<file path="src/rtl/ipc_pkg.sv">
// Package: shared types for the input port probe-acknowledge controller.
// Assumes nothing beyond being compiled before the modules that import it.
package ipc_pkg;

    // Phases of one switching slot.
    typedef enum logic [1:0] {
        PH_PROBE = 2'd0,
        PH_WAIT  = 2'd1,
        PH_XMIT  = 2'd2
    } phase_t;

    localparam int SEQ_W = 16;

    // One step of the 16-bit plane-selection shift register.
    function automatic logic [SEQ_W-1:0] seq_step(input logic [SEQ_W-1:0] s);
        return {s[SEQ_W-2:0], s[15] ^ s[13] ^ s[12] ^ s[10]};
    endfunction

endpackage

</file>
<file path="src/rtl/ipc_fifo.sv">
// Module: cell queue holding DEPTH entries of W bits.
// Exposes the head entry combinationally.
// Assumes the caller never writes when full and never reads when empty.
module ipc_fifo #(
    parameter int W     = 11,
    parameter int DEPTH = 4
) (
    input  logic         clk,
    input  logic         rst_n,
    input  logic         wr_en,
    input  logic [W-1:0] wr_data,
    input  logic         rd_en,
    output logic [W-1:0] head,
    output logic         empty,
    output logic         full
);
    localparam int AW = (DEPTH > 1) ? $clog2(DEPTH) : 1;
    localparam int CW = $clog2(DEPTH + 1);

    logic [W-1:0]  mem [DEPTH];
    logic [AW-1:0] wr_ptr;
    logic [AW-1:0] rd_ptr;
    logic [CW-1:0] count;

    // Wrap a pointer at DEPTH, which need not be a power of two.
    function automatic logic [AW-1:0] bump(input logic [AW-1:0] p);
        return (p == AW'(DEPTH - 1)) ? '0 : p + AW'(1);
    endfunction

    // Storage write, no reset needed on the data.
    always_ff @(posedge clk) begin
        if (wr_en) begin
            mem[wr_ptr] <= wr_data;
        end
    end

    // Pointer and occupancy bookkeeping.
    always_ff @(posedge clk) begin
        if (!rst_n) begin
            wr_ptr <= '0;
            rd_ptr <= '0;
            count  <= '0;
        end else begin
            if (wr_en) begin
                wr_ptr <= bump(wr_ptr);
            end
            if (rd_en) begin
                rd_ptr <= bump(rd_ptr);
            end
            case ({wr_en, rd_en})
                2'b10:   count <= count + CW'(1);
                2'b01:   count <= count - CW'(1);
                default: count <= count;
            endcase
        end
    end

    // Head and flags.
    always_comb begin
        head  = mem[rd_ptr];
        empty = (count == '0);
        full  = (count == CW'(DEPTH));
    end

endmodule

</file>
<file path="src/rtl/ipc_slot_fsm.sv">
// Module: slot sequencer.
// Steps through one probe cycle, ACK_WAIT wait cycles and one data cycle,
// then repeats. Assumes ACK_WAIT >= 1. Reset places it in the probe phase.
module ipc_slot_fsm
    import ipc_pkg::*;
#(
    parameter int ACK_WAIT = 2
) (
    input  logic clk,
    input  logic rst_n,
    output logic slot_start,
    output logic in_wait,
    output logic in_xmit
);
    localparam int WW = (ACK_WAIT > 1) ? $clog2(ACK_WAIT) : 1;

    phase_t        phase;
    logic [WW-1:0] wcnt;

    // Phase advance with the wait-window counter.
    always_ff @(posedge clk) begin
        if (!rst_n) begin
            phase <= PH_PROBE;
            wcnt  <= '0;
        end else begin
            case (phase)
                PH_PROBE: begin
                    phase <= PH_WAIT;
                    wcnt  <= '0;
                end
                PH_WAIT: begin
                    if (wcnt == WW'(ACK_WAIT - 1)) begin
                        phase <= PH_XMIT;
                    end
                    wcnt <= wcnt + WW'(1);
                end
                default: phase <= PH_PROBE;
            endcase
        end
    end

    // Phase decode.
    always_comb begin
        slot_start = (phase == PH_PROBE);
        in_wait    = (phase == PH_WAIT);
        in_xmit    = (phase == PH_XMIT);
    end

endmodule

</file>
<file path="src/rtl/ipc_plane_sel.sv">
// Module: plane selector.
// Gives either a fixed plane or a pseudo-random plane taken from a seeded
// 16-bit shift register, modulo K. Assumes advance pulses once per slot.
module ipc_plane_sel
    import ipc_pkg::*;
#(
    parameter int K  = 4,
    parameter int PW = 2
) (
    input  logic             clk,
    input  logic             rst_n,
    input  logic [SEQ_W-1:0] seed,
    input  logic             advance,
    input  logic             rand_mode,
    input  logic [PW-1:0]    fix_plane,
    output logic [PW-1:0]    plane
);
    localparam logic [SEQ_W-1:0] KV = SEQ_W'(K);

    logic [SEQ_W-1:0] state;

    // Seed load during reset, one step per slot afterwards.
    always_ff @(posedge clk) begin
        if (!rst_n) begin
            state <= (seed == '0) ? SEQ_W'(1) : seed;
        end else if (advance) begin
            state <= seq_step(state);
        end
    end

    // Mode multiplexer.
    always_comb begin
        plane = rand_mode ? PW'(state % KV) : fix_plane;
    end

endmodule

</file>
<file path="src/rtl/ipc_probe_ctrl.sv">
// Module: input port probe-acknowledge controller (top).
// Queues arriving cells and, once per slot, probes the fabric for the head
// cell's outlet on a chosen plane. It sends the head cell in the data phase
// only after an acknowledgment on that plane.
// Assumes the fabric returns acknowledgments within the ACK_WAIT window.
module ipc_probe_ctrl
    import ipc_pkg::*;
#(
    parameter int K        = 4,
    parameter int PW       = (K > 1) ? $clog2(K) : 1,
    parameter int OUT_W    = 3,
    parameter int DATA_W   = 8,
    parameter int DEPTH    = 4,
    parameter int ACK_WAIT = 2,
    parameter int DROP_W   = 8
) (
    input  logic              clk,
    input  logic              rst_n,
    input  logic [SEQ_W-1:0]  lfsr_seed,
    input  logic              load_mode,
    input  logic [PW-1:0]     fix_plane,
    input  logic              in_valid,
    input  logic [OUT_W-1:0]  in_outlet,
    input  logic [DATA_W-1:0] in_data,
    output logic              slot_start,
    output logic              probe_valid,
    output logic [OUT_W-1:0]  probe_outlet,
    output logic [PW-1:0]     probe_plane,
    input  logic              ack_valid,
    input  logic [PW-1:0]     ack_plane,
    output logic              tx_valid,
    output logic [OUT_W-1:0]  tx_outlet,
    output logic [DATA_W-1:0] tx_data,
    output logic [PW-1:0]     tx_plane,
    output logic [DROP_W-1:0] drop_cnt
);
    localparam int CELL_W = OUT_W + DATA_W;

    logic              in_wait;
    logic              in_xmit;
    logic              q_empty;
    logic              q_full;
    logic              q_wr;
    logic              q_rd;
    logic [CELL_W-1:0] q_head;
    logic [PW-1:0]     sel_plane;
    logic [PW-1:0]     cur_plane;
    logic              probed;
    logic              ack_seen;
    logic              drop_hit;

    ipc_slot_fsm #(.ACK_WAIT(ACK_WAIT)) u_fsm (
        .clk        (clk),
        .rst_n      (rst_n),
        .slot_start (slot_start),
        .in_wait    (in_wait),
        .in_xmit    (in_xmit)
    );

    ipc_fifo #(.W(CELL_W), .DEPTH(DEPTH)) u_fifo (
        .clk     (clk),
        .rst_n   (rst_n),
        .wr_en   (q_wr),
        .wr_data ({in_outlet, in_data}),
        .rd_en   (q_rd),
        .head    (q_head),
        .empty   (q_empty),
        .full    (q_full)
    );

    ipc_plane_sel #(.K(K), .PW(PW)) u_sel (
        .clk       (clk),
        .rst_n     (rst_n),
        .seed      (lfsr_seed),
        .advance   (slot_start),
        .rand_mode (load_mode),
        .fix_plane (fix_plane),
        .plane     (sel_plane)
    );

    // Arrival admission, probe issue and transmit decode.
    always_comb begin
        q_wr         = slot_start && in_valid && !q_full;
        drop_hit     = slot_start && in_valid && q_full;
        probe_valid  = slot_start && !q_empty;
        probe_outlet = q_head[CELL_W-1 -: OUT_W];
        probe_plane  = sel_plane;
        tx_valid     = in_xmit && ack_seen;
        q_rd         = tx_valid;
        tx_outlet    = q_head[CELL_W-1 -: OUT_W];
        tx_data      = q_head[DATA_W-1:0];
        tx_plane     = cur_plane;
    end

    // Per-slot path record and acknowledgment capture.
    always_ff @(posedge clk) begin
        if (!rst_n) begin
            cur_plane <= '0;
            probed    <= 1'b0;
            ack_seen  <= 1'b0;
        end else if (slot_start) begin
            cur_plane <= sel_plane;
            probed    <= probe_valid;
            ack_seen  <= 1'b0;
        end else if (in_wait && probed && ack_valid && (ack_plane == cur_plane)) begin
            ack_seen <= 1'b1;
        end
    end

    // Saturating count of arrivals lost to a full queue.
    always_ff @(posedge clk) begin
        if (!rst_n) begin
            drop_cnt <= '0;
        end else if (drop_hit && (drop_cnt != '1)) begin
            drop_cnt <= drop_cnt + DROP_W'(1);
        end
    end

endmodule

</file>
<file path="config.mk">
export PLATFORM = sky130hd
export DESIGN_NAME = ipc_probe_ctrl
export DESIGN_NICKNAME = d
export VERILOG_FILES = /design/src/rtl/ipc_pkg.sv /design/src/rtl/ipc_fifo.sv /design/src/rtl/ipc_slot_fsm.sv /design/src/rtl/ipc_plane_sel.sv /design/src/rtl/ipc_probe_ctrl.sv
export SDC_FILE = /design/constraint.sdc
export NUM_CORES = 1
export LEC_CHECK = 0
export BUFFER_PORTS_ARGS = -buffer_cell sky130_fd_sc_hd__buf_2
export CAP_MARGIN = 40
export CORE_MARGIN = 2
export CORE_UTILIZATION = 29
export DETAILED_ROUTE_END_ITERATION = 16
export HOLD_SLACK_MARGIN = 0.08
export SETUP_SLACK_MARGIN = 0.3
export SLEW_MARGIN = 5
export SYNTH_ARGS = -nofsm -noshare
export SYNTH_HDL_FRONTEND = slang
export SYNTH_SLANG_ARGS = --single-unit
</file>
<file path="constraint.sdc">
create_clock -name clk -period 2.8 [get_ports clk]
set_input_delay 0.14 -clock clk [delete_from_list [all_inputs] [get_ports clk]]
set_output_delay 0.14 -clock clk [all_outputs]
set_load 0.05 [all_outputs]
</file>
After elaboration in Yosys (flattened, before gate mapping)
Memory sizes are Yosys's and may differ from the RTL's. A register that Yosys moved wholly into a read port is not among the register bits.
Cells that the tools add are included.

storage, ports and cells
  register bits after elaboration = 38
  memory bits (writable) = 44
  input port bits = 36
  output and inout bits = 29
  word-level logic and storage cells = 63
  memories kept = 1

memories
  name        words  width  rd ports  clocked after memory_dff  write ports  line            text
  u_fifo.mem  4      11     1         1                         1            ipc_fifo.sv:20  logic [W-1:0] mem [DEPTH];

cells by class
  add/subtract/negate cells = 6
  equal/unequal tests = 11
  muxes and demuxes = 14
  bitwise gates (word level) = 4
  reductions and logical operators = 17

operator list
  operator               count
  $mux W16               3
  $logic_not A16 Y1      1
  $mux W2                6
  $logic_and A1 B1 Y1    9
  $add A8 B1 Y8 const B  1
  $eq A2 B2 Y1 const B   4
  $ne A8 B8 Y1 const B   1
  $pmux W3 S2            1
  $add A2 B1 Y2 const B  2
  $eq A2 B1 Y1 const B   2
  $ne A2 B1 Y1 const B   2
  $pmux W2 S2            1
  $reduce_bool A2 Y1     2
  $add A3 B1 Y3 const B  1
  $eq A3 B3 Y1 const B   1
  $logic_not A3 Y1       1
  $sub A3 B1 Y3 const B  1
  $xor A1 B1 Y1          3
  $eq A2 B2 Y1           1
  $logic_not A1 Y1       2
  $logic_not A2 Y1       1
  $mux W1                2
  $pmux W1 S2            1
  $reduce_or A2 Y1       1
  other kinds (2)        2

Longest topological paths before layout
  word-level depth = 5
  mapped depth = 10
  mapped depth without buffers = 9

Hierarchy
Synthesis repeated with hierarchy kept, for this count alone.

second synthesis, totals
  cells, all modules = 232
  area, all modules = 3568.4 um2

modules (own cells, without submodules)
  module          instances  cells each  area each (um2)
  ipc_fifo        1          104         2053.2
  ipc_plane_sel   1          46          774.5
  ipc_probe_ctrl  1          70          626.9
  ipc_slot_fsm    1          12          113.9

Least setup slack after synthesis
No wires, ideal clock.

  kind = register -> register
  start point = register u_fifo.count[0]
  end point = register u_fifo.count[2]
  data arrival time = 2.291 ns
  path slack = 0.439 ns
  cell stages (with the launch flop) = 11
  clock period less this slack = 2.361 ns
  cell sequence = dfxtp_1 -> or3b_4 -> and2b_2 -> buf_2 -> inv_1 -> ha_1 -> inv_1 -> fa_1 -> xor2_1 -> or3_1 -> a21oi_1

on the way
  longest elaborated chain between the ends = 5

ends and longest elaborated chain
  item                                               line                  text
  start, declared                                    ipc_fifo.sv:23        logic [CW-1:0] count;
  start signal, assigned                             ipc_fifo.sv:51        2'b10: count <= count + CW'(1);
  start signal, assigned                             ipc_fifo.sv:52        2'b01: count <= count - CW'(1);
  start signal, assigned                             ipc_fifo.sv:53        default: count <= count;
  $eq A3 B3 Y1                                       ipc_fifo.sv:62        full = (count == CW'(DEPTH));
  $logic_not A1 Y1                                   ipc_probe_ctrl.sv:83  q_wr = slot_start && in_valid && !q_full;
  $logic_and A1 B1 Y1                                ipc_probe_ctrl.sv:83
  $eq A2 B1 Y1 or $eq A2 B2 Y1 (tied branches)       ipc_fifo.sv:50        case ({wr_en, rd_en})
  $pmux W3 S2 or $reduce_bool A2 Y1 (tied branches)  n/a

Several ways; a longest one is shown, not always the timed one.
A chain may end at the register's enable or synchronous reset.

Worst setup path after layout
  start point = register u_fifo.count[2]
  end point = register u_fifo.count[2]

The elaborated chain is that of the path after synthesis.

==> impl_metrics.csv <==
group,metric,value,unit
global_routing,grt_pass1_wl,10200,microns
detailed_routing,wl_met3,415,microns
synth,avgSynthCellArea,15.1,sq um
detailed_routing,wl_per_cell,14.2,microns
placed_design,place.gp.congestion,0.764,
synth,synth_cell_types,45,
synth,synth-edff-count,60,
synth,syn_nets,278,
placed_design,portBuffers,64,
global_routing,grt_start_max_net_pins,25,
synth,ys_ff_latch,84,
global_routing,grt_usage,0.104,
synth,ys_warn_count,0,
setup_path,cp.arrival,2.56,ns
setup_path,required,3.06,ns
setup_path,crit_fanout,4,
synth,yosys_most_used_dff,"edfxtp_1",
synth,synth_top_family_by_area,"multiplexers",
die,dieArea,13100,sq um
min_path,hp-class,"primary input to flop",
synth,yosys-mux-area-fraction,0.133,
synth,synth_area_leaders,"edfxtp_1 (51%), dfxtp_1 (14%), mux4_2 (7.0%)",
cts,cts-buffers-inserted,9,
setup_path,crit_chain,"or3b_4 > and2b_2 > inv_1 > ha_2 > inv_1 > fa_1 > xor2_1 > or3_1 > a21oi_1",
die,std_cell_rows,40,
detailed_routing,wl_met1,3120,microns
detailed_routing,drc,0,
synth,synth_adder_area_share,0.0304,
die,coreArea,12000,sq um
synth,synth_simple_gate_area_share,0.102,
die,io_pins,65,
die,chipWidth,114,microns
timing,fin_crit,2.31,ns
setup_path,worst_setup_path_end_kind,"flop",
status,status,"completed",
timing,worst_slew_pin_slew,0.683,ns
cts,cts_root_buffer,"clkbuf_16",
timing,final-hold-violation-count,0,
synth,async_flop_share,0,
synth,synth_area,3540,sq um
detailed_routing,num_vias,2148,
power,powerDensity,670,nW/um^2
detailed_routing,first_iter_violations,103,
cts,clkTransAtPathRegs,0.06,ns
cts,cts.htree.levels,3,
power,max-vdd-ir-drop,0.000340,V
timing,rsz0062_at_grt,"false",
die,start_util,0.296,
global_routing,first_global_vias,2033,
setup_path,critPathLaunchType,"flop",
synth,synth-xor-area-share,0.0198,
timing,max_freq,434,MHz
detailed_routing,ant_nets,0,
setup_path,critical_path.slowest_cell,"or3b_4",
global_routing,overflow,0,
cts,clk_latency,0.33,ns
setup_path,path_class,"flop to flop",
detailed_routing,highest_layer,"met4",
setup_path,worst_path_most_repeated_cell,"inv_1",
cts,ctsLongestPathBuffers,2,
cts,clkSinkCount,84,
layout,synthToLayoutAreaGrowth,25.2,%
synth,synth_compound_area_frac,0.0428,
timing,drv_slew,0,
timing,setup_tns,0,ns
global_routing,antenna_found_initial,0,
placed_design,hpwl,4430,microns
layout,antenna_cells,0,
flow_run,drv_cap,0,
synth,ys_seq_area_frac,0.645,
synth,yosys.area.top_type,"edfxtp_1",
layout,drive_gt1_frac,0.368,
layout,final_util,0.370,
cts,cts_tree,"yes",
timing,setup_viol,0,
synth,synthCells,234,
detailed_routing,wl,6580,microns
synth,synth_top_area_frac,0.509,
timing,relSlewSlack,0.544,
detailed_routing,first_pass_iters,4,
synth,ys_top_cells_by_count,"edfxtp_1 (60), dfxtp_1 (24), mux2_2 (17)",
timing,finClkSkew,0.00346,ns
setup_path,max_stage_delay,0.39,ns
timing,finalCritPeriodShare,0.824,
layout,final_nets,357,
detailed_routing,avgViaCountPerCell,4.62,
power,p_leak,1.71,nW
detailed_routing,met2_length,2950,microns
die,die_h,114,microns
synth,yosysMostFrequentCell,"edfxtp_1",
report_power, final:
group	switching, mW	total (mW)	internal (mW)
Clock	0.449	1.26	0.807
Combinational	0.173	0.282	0.109
Sequential	0.0269	1.43	1.40
repair_timing:
item / 4_1_cts / 5_1_grt
resized for setup: 0 / 1
hold buffers: 11 / 0
endpoints found under the hold margin: 44 / 0
setup buffers: 0 / 2
endpoints found under the setup margin: 0 / 1
critical path, delay by kind of cell, from the launching register on:
kind | cells | cell delay [ns]
AO/OA/AOI/OAI | 1 | 0.14
XOR/XNOR | 1 | 0.16
adder cells (fa/ha/maj) | 2 | 0.56
buffers and inverters | 2 | 0.11
flip-flops | 1 | 0.35
AND/OR/NAND/NOR | 3 | 0.91
placed cells by master (no fill, tap or decap), drive strengths merged, types with 2 or more instances in the layout:
master       synthesis  final
buf                  8     67
edfxtp              60     60
dfxtp               24     24
mux2                17     17
nor2                15     15
clkbuf               1     14
nand2               13     13
mux4                11     11
dlygate4sd3          0     11
inv                  9      9
a21oi                8      8
ha                   7      7
nand3                5      5
nor4                 5      5
xor2                 4      4
xnor2                4      4
and2                 4      4
and3                 4      4
nor3                 3      3
mux2i                3      3
a31oi                3      3
or3b                 2      2
o21ai                2      2
o211a                2      2
a21o                 2      2
bufinv               0      2
a211oi               2      2
and4b                2      2
stage by stage:
step                      instances  area (sq um)  setup WS (ns)  total power, mW  hold WS, ns
final                           465          4430          0.494             2.97        0.126
after floorplan                 234          3540          0.439             1.64        0.239
after global placement          436          3990          0.458             1.72        0.355
after CTS                       463          4410          0.317             3.00        0.111
after global routing            465          4430          0.371             3.08        0.126
after detailed placement        436          3990          0.342             1.73        0.368
layer usage:
layer | global-route usage | vias up
li1 | - | 1041
met1 | 0.135 | 1024
met2 | 0.159 | 74
met3 | 0.0365 | 9
met4 | 0.0439 | 0
met5 | 0 | -
worst paths after layout:
check	startpoint	to	slack (ns)	cells after the start
hold reg to reg	ack_seen	ack_seen	0.47	2
hold / removal	lfsr_seed[9]	u_sel.state[9]	0.13	2
setup reg to reg	u_fifo.count[2]	u_fifo.count[2]	0.49	9
setup / recovery	u_fifo.count[2]	u_fifo.count[2]	0.49	9
registers in the layout, indices dropped and copies added (netlist names), 2 cells and up, named ones only:
name           count
u_fifo.mem        44
u_fifo.wr_ptr      2
u_fifo.count       3
u_fsm.phase        2
u_fifo.rd_ptr      2
tx_plane           2
drop_cnt           8
u_sel.state       16
area by class of cell:
| type | count | area [sq um] |
|---|---|---|
| fillers | 1135 | 7530 |
| flip-flops and latches | 84 | 2280 |
| multi-input cells | 131 | 1160 |
| repair buffers | 78 | 453 |
| clock buffers | 14 | 254 |
| well taps | 147 | 184 |
| clock inverters | 2 | 60.1 |
| inverters | 9 | 33.8 |
kinds of logic after synthesis:
kind of cell               after synthesis
xor gates and xnor gates                 8
and+or+nand+nor                         62
adders and majority gates                8
DFF                                     84
AOI/OAI and AO/OA                       22
muxes                                   31
buffers and inverters                   19
Power figures use the tool's default switching activity.
